[src/rtl/fbs_pkg.sv]
`timescale 1ns/1ps
package fbs_pkg;
    typedef enum logic [2:0] {
        REQ_IDLE,
        REQ_HOLD,
        REQ_ISSUE,
        REQ_SETTLE,
        REQ_DONE
    } req_state_t;

    typedef enum logic [1:0] {
        PX_BLANK,
        PX_SHOW,
        PX_STARVE
    } px_state_t;
endpackage

[src/rtl/fbs_req_fsm.sv]
`timescale 1ns/1ps
module fbs_req_fsm
    import fbs_pkg::*;
#(
    parameter int BURST       = 16,
    parameter int BUF_WORDS   = 32,
    parameter int TOTAL_WORDS = 230400,
    parameter int ADDR_W      = 30
) (
    input  logic              clk,
    input  logic              rst_n,
    input  logic              frame_start,
    input  logic              cmd_empty,
    input  logic              word_pop,
    output logic              cmd_en,
    output logic [ADDR_W-1:0] cmd_addr
);
    localparam int CW   = $clog2(BUF_WORDS + 1);
    localparam int TW   = $clog2(TOTAL_WORDS + 1);
    localparam int STEP = BURST * 4;

    req_state_t        state, nxt;
    logic [TW-1:0]     words_req;
    logic [ADDR_W-1:0] addr;
    logic [CW-1:0]     reserved;
    logic              room;

    assign room = (reserved <= CW'(BUF_WORDS - BURST));

    always_comb begin
        nxt = state;
        unique case (state)
            REQ_IDLE:   nxt = REQ_IDLE;
            REQ_HOLD: begin
                if (words_req == TW'(TOTAL_WORDS)) nxt = REQ_DONE;
                else if (cmd_empty && room)        nxt = REQ_ISSUE;
            end
            REQ_ISSUE:  nxt = REQ_SETTLE;
            REQ_SETTLE: nxt = REQ_HOLD;
            REQ_DONE:   nxt = REQ_DONE;
        endcase
        if (frame_start) nxt = REQ_HOLD;
    end

    always_ff @(posedge clk or negedge rst_n) begin
        if (!rst_n) begin
            state     <= REQ_IDLE;
            words_req <= '0;
            addr      <= '0;
            reserved  <= '0;
        end else begin
            state    <= nxt;
            reserved <= reserved + ((state == REQ_ISSUE) ? CW'(BURST) : CW'(0))
                                 - (word_pop ? CW'(1) : CW'(0));
            if (frame_start) begin
                words_req <= '0;
                addr      <= '0;
            end else if (state == REQ_ISSUE) begin
                words_req <= words_req + TW'(BURST);
                addr      <= addr + ADDR_W'(STEP);
            end
        end
    end

    always_comb begin
        cmd_en   = (state == REQ_ISSUE);
        cmd_addr = addr;
    end

    // credit never exceeds the local buffer depth
    assert_credit_bound_R5: assert property (@(posedge clk) disable iff (!rst_n)
        reserved <= CW'(BUF_WORDS));
    // command is a single-cycle pulse
    assert_cmd_pulse_R2: assert property (@(posedge clk) disable iff (!rst_n)
        cmd_en |=> !cmd_en);
    // nothing is requested once the frame is complete
    assert_done_quiet_R10: assert property (@(posedge clk) disable iff (!rst_n)
        (state == REQ_DONE && !frame_start) |=> !cmd_en);
endmodule

[src/rtl/fbs_pixbuf.sv]
`timescale 1ns/1ps
module fbs_pixbuf
    import fbs_pkg::*;
#(
    parameter int BUF_WORDS = 32
) (
    input  logic        clk,
    input  logic        rst_n,
    input  logic        push,
    input  logic [31:0] push_data,
    input  logic        de,
    output logic [7:0]  pix_out,
    output logic        pix_valid,
    output logic        underflow,
    output logic        word_pop
);
    localparam int AW = $clog2(BUF_WORDS);

    logic [31:0] mem [BUF_WORDS];
    logic [AW-1:0] wptr, rptr;
    logic [AW:0]   cnt;
    logic [1:0]    byte_idx;
    logic          have, take;
    px_state_t     state, nxt;

    assign have     = (cnt != '0);
    assign take     = de && have;
    assign word_pop = take && (byte_idx == 2'd3);

    always_comb begin
        nxt = state;
        unique case (state)
            PX_BLANK, PX_SHOW, PX_STARVE: begin
                if (!de)       nxt = PX_BLANK;
                else if (have) nxt = PX_SHOW;
                else           nxt = PX_STARVE;
            end
            default: nxt = PX_BLANK;
        endcase
    end

    always_ff @(posedge clk) begin
        if (push) mem[wptr] <= push_data;
    end

    always_ff @(posedge clk or negedge rst_n) begin
        if (!rst_n) begin
            state     <= PX_BLANK;
            wptr      <= '0;
            rptr      <= '0;
            cnt       <= '0;
            byte_idx  <= '0;
            pix_out   <= '0;
            underflow <= 1'b0;
        end else begin
            state <= nxt;
            cnt   <= cnt + (push ? (AW+1)'(1) : '0) - (word_pop ? (AW+1)'(1) : '0);
            if (push)     wptr <= wptr + 1'b1;
            if (word_pop) rptr <= rptr + 1'b1;
            if (take)     byte_idx <= byte_idx + 2'd1;
            pix_out   <= take ? mem[rptr][{byte_idx, 3'b000} +: 8] : 8'h00;
            underflow <= underflow | (de && !have);
        end
    end

    always_comb pix_valid = (state != PX_BLANK);

    // the local buffer never receives a word when full
    assert_no_overflow_R5: assert property (@(posedge clk) disable iff (!rst_n)
        push |-> (cnt < (AW+1)'(BUF_WORDS)));
    // a sampled enable yields a valid pixel next cycle
    assert_valid_follows_de_R7: assert property (@(posedge clk) disable iff (!rst_n)
        de |=> pix_valid);
    assert_blank_zero_R7: assert property (@(posedge clk) disable iff (!rst_n)
        !de |=> (!pix_valid && pix_out == 8'h00));
    // underflow stays set
    assert_underflow_sticky_R8: assert property (@(posedge clk) disable iff (!rst_n)
        underflow |=> underflow);
endmodule

[src/rtl/fb_scanout.sv]
`timescale 1ns/1ps
module fb_scanout #(
    parameter int H_ACTIVE  = 1280,
    parameter int V_ACTIVE  = 720,
    parameter int BURST     = 16,
    parameter int BUF_WORDS = 32,
    parameter int ADDR_W    = 30
) (
    input  logic              clk,
    input  logic              rst_n,
    input  logic              frame_start,
    input  logic              de,
    input  logic              cmd_empty,
    output logic              cmd_en,
    output logic [ADDR_W-1:0] cmd_addr,
    output logic [6:0]        cmd_words,
    input  logic              rd_empty,
    input  logic [31:0]       rd_data,
    output logic              rd_en,
    output logic [7:0]        pix_out,
    output logic              pix_valid,
    output logic              underflow
);
    localparam int TOTAL_WORDS = (H_ACTIVE * V_ACTIVE) / 4;

    logic word_pop;

    assign rd_en     = !rd_empty;
    assign cmd_words = 7'(BURST);

    fbs_req_fsm #(
        .BURST      (BURST),
        .BUF_WORDS  (BUF_WORDS),
        .TOTAL_WORDS(TOTAL_WORDS),
        .ADDR_W     (ADDR_W)
    ) u_req (
        .clk        (clk),
        .rst_n      (rst_n),
        .frame_start(frame_start),
        .cmd_empty  (cmd_empty),
        .word_pop   (word_pop),
        .cmd_en     (cmd_en),
        .cmd_addr   (cmd_addr)
    );

    fbs_pixbuf #(
        .BUF_WORDS(BUF_WORDS)
    ) u_pix (
        .clk      (clk),
        .rst_n    (rst_n),
        .push     (rd_en),
        .push_data(rd_data),
        .de       (de),
        .pix_out  (pix_out),
        .pix_valid(pix_valid),
        .underflow(underflow),
        .word_pop (word_pop)
    );

    // a command only follows a cycle with an empty queue
    assert_cmd_after_empty_R2: assert property (@(posedge clk) disable iff (!rst_n)
        cmd_en |-> $past(cmd_empty));
endmodule

[config.mk]
export PLATFORM = sky130hd
export DESIGN_NAME = fb_scanout
export DESIGN_NICKNAME = d
export VERILOG_FILES = /design/src/rtl/fbs_pkg.sv /design/src/rtl/fbs_req_fsm.sv /design/src/rtl/fbs_pixbuf.sv /design/src/rtl/fb_scanout.sv
export SDC_FILE = /design/constraint.sdc
export NUM_CORES = 1
export LEC_CHECK = 0
export BUFFER_PORTS_ARGS = -buffer_cell sky130_fd_sc_hd__buf_2
export CORE_MARGIN = 2
export CORE_UTILIZATION = 50
export CTS_CLUSTER_SIZE = 12
export DETAILED_ROUTE_END_ITERATION = 12
export GPL_TIMING_DRIVEN = 1
export PLACE_DENSITY = 0.73
export SLEW_MARGIN = 5
export SYNTH_ARGS = -nofsm -noshare
export SYNTH_HDL_FRONTEND = slang
export SYNTH_SLANG_ARGS = --single-unit
[constraint.sdc]
create_clock -name clk -period 4.2 [get_ports clk]
set_clock_uncertainty 0.15 [all_clocks]
set_input_delay 0.84 -clock clk [delete_from_list [all_inputs] [get_ports clk]]
set_output_delay 0.84 -clock clk [all_outputs]
set_load 0.02 [all_outputs]
# Yosys cells after proc, flatten, opt, wreduce, memory -nomap -nowiden

Memory sizes are Yosys's and may differ from the RTL's.
Cells that the tools add are included.

Logic and storage cells: 61
Memories kept: 1
Memory bits (writable): 1024
Output and inout bits: 49
Register bits after elaboration: 86

Memories:

| memory    | depth | bits a word | rd ports | clocked after Yosys merged registers in | write ports | line             | source |
|---|---|---|---|---|---|---|---|
| u_pix.mem | 32    | 32          | 1        | 0                                       | 1           | fbs_pixbuf.sv:19 | `logic [31:0] mem [BUF_WORDS];` |

Shift-type cells: 1
Muxes and demuxes: 16
Order comparisons: 1
Equal/unequal tests: 9
Bitwise operators: 1
Add/sub/neg operators: 9
Reduce and logical (&&, ||, !) cells: 12

Operator list:

| kind                                                                    | number |
|---|---|
| 30-bit two-way mux                                                      | 2 |
| 18-bit two-way mux                                                      | 2 |
| 32-bit by 6-bit indexed part select with 8-bit output                   | 1 |
| 30-bit by 7-bit adder with 30-bit output, second input constant         | 1 |
| 18-bit by 5-bit adder with 18-bit output, second input constant         | 1 |
| 18-bit equality test, second input constant                             | 1 |
| 3-bit one-hot mux with 5 select lines                                   | 1 |
| 6-bit adder                                                             | 2 |
| 5-bit by 1-bit adder with 5-bit output, second input constant           | 2 |
| 3-bit two-way mux                                                       | 3 |
| 8-bit two-way mux                                                       | 1 |
| 3-bit by 2-bit equality test with 1-bit output, second input constant   | 2 |
| 6-bit by 5-bit <= comparator with 1-bit output, second input constant   | 1 |
| 2-bit two-way mux                                                       | 3 |
| 6-bit nonzero test                                                      | 1 |
| 6-bit by 1-bit subtractor with 6-bit output                             | 1 |
| 6-bit subtractor                                                        | 1 |
| 5-bit two-way mux                                                       | 1 |
| 2-bit equality test, second input constant                              | 2 |
| 1-bit logical AND                                                       | 4 |
| 4-bit by 2-bit inequality test with 1-bit output, second input constant | 1 |
| 2-bit nonzero test                                                      | 2 |
| 3-bit by 1-bit equality test with 1-bit output, second input constant   | 1 |
| 3-bit equality test, second input constant                              | 1 |
| other kinds (8)                                                         | 11 |

# Depth between registers and ports, before layout

Depth in word-level cells: 6
Depth in mapped cells: 17
Depth with buffers taken out: 16

# Cells and area by module

Synthesis repeated with hierarchy kept, for this count alone.

Cell total of the unflattened synthesis: 2247
Area total of the unflattened synthesis: 43513.0 sq um

Modules (own cells, without submodules):

| module      | instances | area an instance (sq um) | cells each |
|---|---|---|---|
| fbs_pixbuf  | 1         | 40874.2                  | 1969 |
| fbs_req_fsm | 1         | 2575.0                   | 268 |
| fb_scanout  | 1         | 63.8                     | 10 |

# Least setup slack after synthesis

OpenSTA, ideal clock, no wires.

Path kind: input port to flip-flop
From: input rd_empty
To: memory u_pix.mem[31][0] (enable)
Cell stages on the path: 4
Data required time: 3629 ps
Path slack: 860 ps
Setup time: 421 ps
Arrival: 2769 ps
Path buffers: 1
Cells stage by stage: inv_1 -> nand2_1 -> clkbuf_1 -> nor2_1

Longest elaborated chain between the ends: 1

RTL lines:

| element                                 | line             | source |
|---|---|---|
| start: declaration                      | fb_scanout.sv:17 | `input logic rd_empty,` |
| 1-bit two-way mux (not written as such) | fbs_pixbuf.sv:43 | `if (push) mem[wptr] <= push_data;` |
| end: declaration                        | fbs_pixbuf.sv:19 |  |

Every way passes these cells.

# Worst setup path in the final report

From: register u_pix.rptr[1]
To: register u_pix.pix_out[1]

Longest elaborated chain between the ends: 3

RTL lines:

| element                                               | line             | source |
|---|---|---|
| start: declaration                                    | fbs_pixbuf.sv:20 | `logic [AW-1:0] wptr, rptr;` |
| start signal: assignment                              | fbs_pixbuf.sv:59 | `if (word_pop) rptr <= rptr + 1'b1;` |
| memory 32 x 32 bit                                    | --               |  |
| 32-bit by 6-bit indexed part select with 8-bit output | fbs_pixbuf.sv:61 | `pix_out <= take ? mem[rptr][{byte_idx, 3'b000} +: 8] : 8'h00;` |
| 8-bit two-way mux                                     | fbs_pixbuf.sv:61 |  |
| end signal: assignment                                | fbs_pixbuf.sv:61 |  |
| end: declaration                                      | fbs_pixbuf.sv:12 | `output logic [7:0] pix_out,` |

Every way passes these cells.
A chain may end at the register's enable or synchronous reset.

==> results.md <==
* Run status: complete, no violations
* Slew headroom at 0.299
* # rows at approximately 110
* Met3 Use GR at 0.0513
* CP Capture Type: flop
* Largest net degree at the start of global routing at just under 80
* Distinct cells, synth at 54
* Die H at between 200 and 300 um
* Post-synthesis cell count at between 2k and 2.5k
* Unrepaired setup endpoints after global routing: false
* HPWL after DPL at ~58 mm
* Wire per inst at around 29 um
* Routed Antenna Nets at 0
* Layout area overhead at 12.8%
* Internal at ~21,000 uW
* Sw Ratio at 0.292
* # nets final at between 2k and 2.5k
* Sequential power share at 0.446
* Ant. Diodes at 0
* P_sw at roughly 8800 uW
* Power Density at around 600 mW/mm^2
* R2r worst-path depth at 7
* Ys async rst share at 0.0691
* Cell with the most instances after synthesis: edfxtp_1
* Total core area at between 0.08 and 0.09 mm^2
* Ranking of synthesized cells by area: edfxtp_1 (71%), mux4_2 (11%), dfrtp_1 (4.4%)
* Max_cap viols at 0
* Postcts setup bufs at 0
* GR Util met2 at 0.369
* First-pass GRT wire length at between 100 and 150 mm
* Period utilization at 0.785
* DRT Pass-1 Iters at 5
* Layout cell share with drive strength beyond 1 at 0.233
* Die ar. at just under 0.09 mm^2
* Area of the multi-input gates at 0.00983 mm^2
* Root Driver: clkbuf_16
* Top Ports at between 80 and 90
* Yosys top cell by area: edfxtp_1
* Crit. Startpoint: u_pix.rptr[1]
* Share of the synthesized area in the top cell type at 0.715
* Starting Density at 0.505
* Most frequent cells after synthesis: edfxtp_1 (1,024), mux4_2 (208), mux2i_1 (170)
* CTS tree: yes
* Gr busiest metal: met2
* CTS buffer count at 109
* Period minus WS final at 3300 ps
* CTS clk-pin slew, worst paths at approximately 60 ps
* Setup Viol. Count Final at 0
* Worst Path Required at 4590 ps
* Critical Path AT at about 3700 ps
* F_max at between 0.3 and 0.4 GHz
* Worst r2r src: u_pix.rptr[1]
* Ys flop type: edfxtp_1
* Slowest stage cell, crit path: dfrtp_4
* Gate power share at 0.254
* CP peak stage delay at between 800 and 900 ps
* Register area share after synthesis at 0.759
* Register area at ~0.033 mm^2
* Routed WL at about 100 mm
* Hold_buf cts at 0
* Yosys warning total at 0
* GRT Util Overall at 0.229
* Final Power at around 30,000 uW
* Clock power share at 0.300
* Worst-path cell chain: buf_12 -> buf_4 -> mux4_2 -> a211oi_1 -> o21ai_0 -> nand3_1 -> o211ai_1
* Crit path kind: reg2reg
* Drt via density at 6.20
* Startpoint types: flop
* Syn_area_per_cell at 20.3 um^2
* Leak at 0.0159 uW
* Hold/Removal Path Class: in2async
* Final Wtd Congestion at between 0.8 and 0.9
* Seq cells post-synth at around 1.1k
* Clock latency on the worst-skew pair at just under 700 ps
* Mapped Area at roughly 0.043 mm^2
* Iteration-0 DRC count of the detailed router at roughly 2.7k
* Post-synth EDFFs at 1,024
* Vias in the first global route at ~22k
* Die Wd at about 300 um
* DRC viols at 0
* Grt met1 use at 0.310
* Max clock buf depth at 3
* CP Max Fanout at 40
* Number of buffers added on ports at 73
* Max Slew Vio Count at 0
* H-tree depth at 3
* Crit path max-delay family: flip-flops
* Buffers & Inverters on Critical Path at 2
* Antenna violations before repair at 6
* Worst Max-Slew Pin Slew at between 1000 and 1500 ps
* Worst hold margin at roughly 230 ps
* Number of cells on the critical path at 7
* Hold Vio Cnt, Final at 0
* Peak supply drop at 421 uV
* Post-cts sizing count at 0
* Fin Setup TNS at 0 ps
* Vias at 21.7k
* Filler cells at a little over 6k
* Remaining global-route overflow at 0
* Sinks on the clock net at approximately 1.1k
## stage by stage
stage / cells / cell area, um^2 / utilization / setup slack, ps
2_1_floorplan: 2134 / 43100 / - / 860
3_3_place_gp: 3317 / 45300 / 0.531 / 965
3_5_place_dp: 3317 / 45300 / 0.531 / 925
4_1_cts: 3500 / 48600 / 0.569 / 937
5_1_grt: 3500 / 48600 / 0.569 / 723
6_report: 3500 / 48600 / 0.569 / 904
## power groups by stage
stage	logic [uW]	clock network [uW]	registers [uW]
global placement	7520	0	13500
finish	7610	8990	13300
detailed placement	7640	0	13600
CTS	7670	9120	13300
floorplan	5470	0	13200
global route	8110	9550	13400
## layout make-up
type,count,area share
inverters,32,0.00247
clock buffers,154,0.0609
well taps,1144,0.0295
flip-flops and latches,1100,0.673
clock inverters,29,0.00582
multi-input cells,881,0.202
repair buffers,160,0.0262
## logic make-up after synthesis
group                    Yosys count  share of synthesized area
flip-flops                      1100                      0.759
buffers and inverters            153                     0.0198
other                              2                   0.000175
adder cells (fa/ha/maj)           26                    0.00791
XOR/XNOR                          44                    0.00896
AND/OR/NAND/NOR                  195                     0.0222
multiplexers                     385                      0.150
AO/OA/AOI/OAI                    218                     0.0320
## path summary, 6_finish.rpt
| check | end | slack (ps) |
|---|---|---|
| max | u_pix.pix_out[1] | 900 |
| min | u_pix.rptr[0] | 230 |
| max reg2reg | u_pix.pix_out[1] | 900 |
| min reg2reg | u_pix.state[1] | 310 |
| max in group asynchronous | u_pix.rptr[2] | 2890 |
| min in group clk | u_pix.wptr[0] | 230 |
## cell usage in the layout, fill, tap and decap left out, types with 24 or more instances in the layout
| master | netlist | layout |
|---|---|---|
| a21oi_1 | 49 | 49 |
| mux2i_1 | 170 | 170 |
| o221ai_1 | 24 | 24 |
| buf_4 | 30 | 68 |
| nand2_1 | 27 | 27 |
| ha_1 | 24 | 24 |
| mux4_2 | 208 | 208 |
| edfxtp_1 | 1024 | 1024 |
| buf_2 | 29 | 72 |
| clkbuf_16 | 0 | 110 |
| dfrtp_1 | 76 | 71 |
| xor2_1 | 24 | 24 |
| clkbuf_1 | 39 | 40 |
| o21ai_0 | 61 | 61 |
| o22ai_1 | 28 | 28 |
| inv_1 | 32 | 32 |
| nor2_4 | 0 | 32 |
| nor2_1 | 78 | 46 |
## state kept, by name (all words and copies together) (netlist names)
signal / count
u_pix.rptr: 5
u_pix.underflow: 1
u_pix.cnt: 6
u_req.words_req: 14
u_pix.wptr: 5
u_req.reserved: 6
u_pix.byte_idx: 2
u_pix.mem: 1024
u_req.cmd_addr: 24
u_req.state: 3
u_pix.state: 2
u_pix.pix_out: 8
## metal layers
metal	share of wire	wire length, um
met5	0.00027	27
met4	0.035	3470
met2	0.48	48500
met3	0.095	9530
met1	0.39	38800
Note: power is estimated with default switching activity, not from simulation.
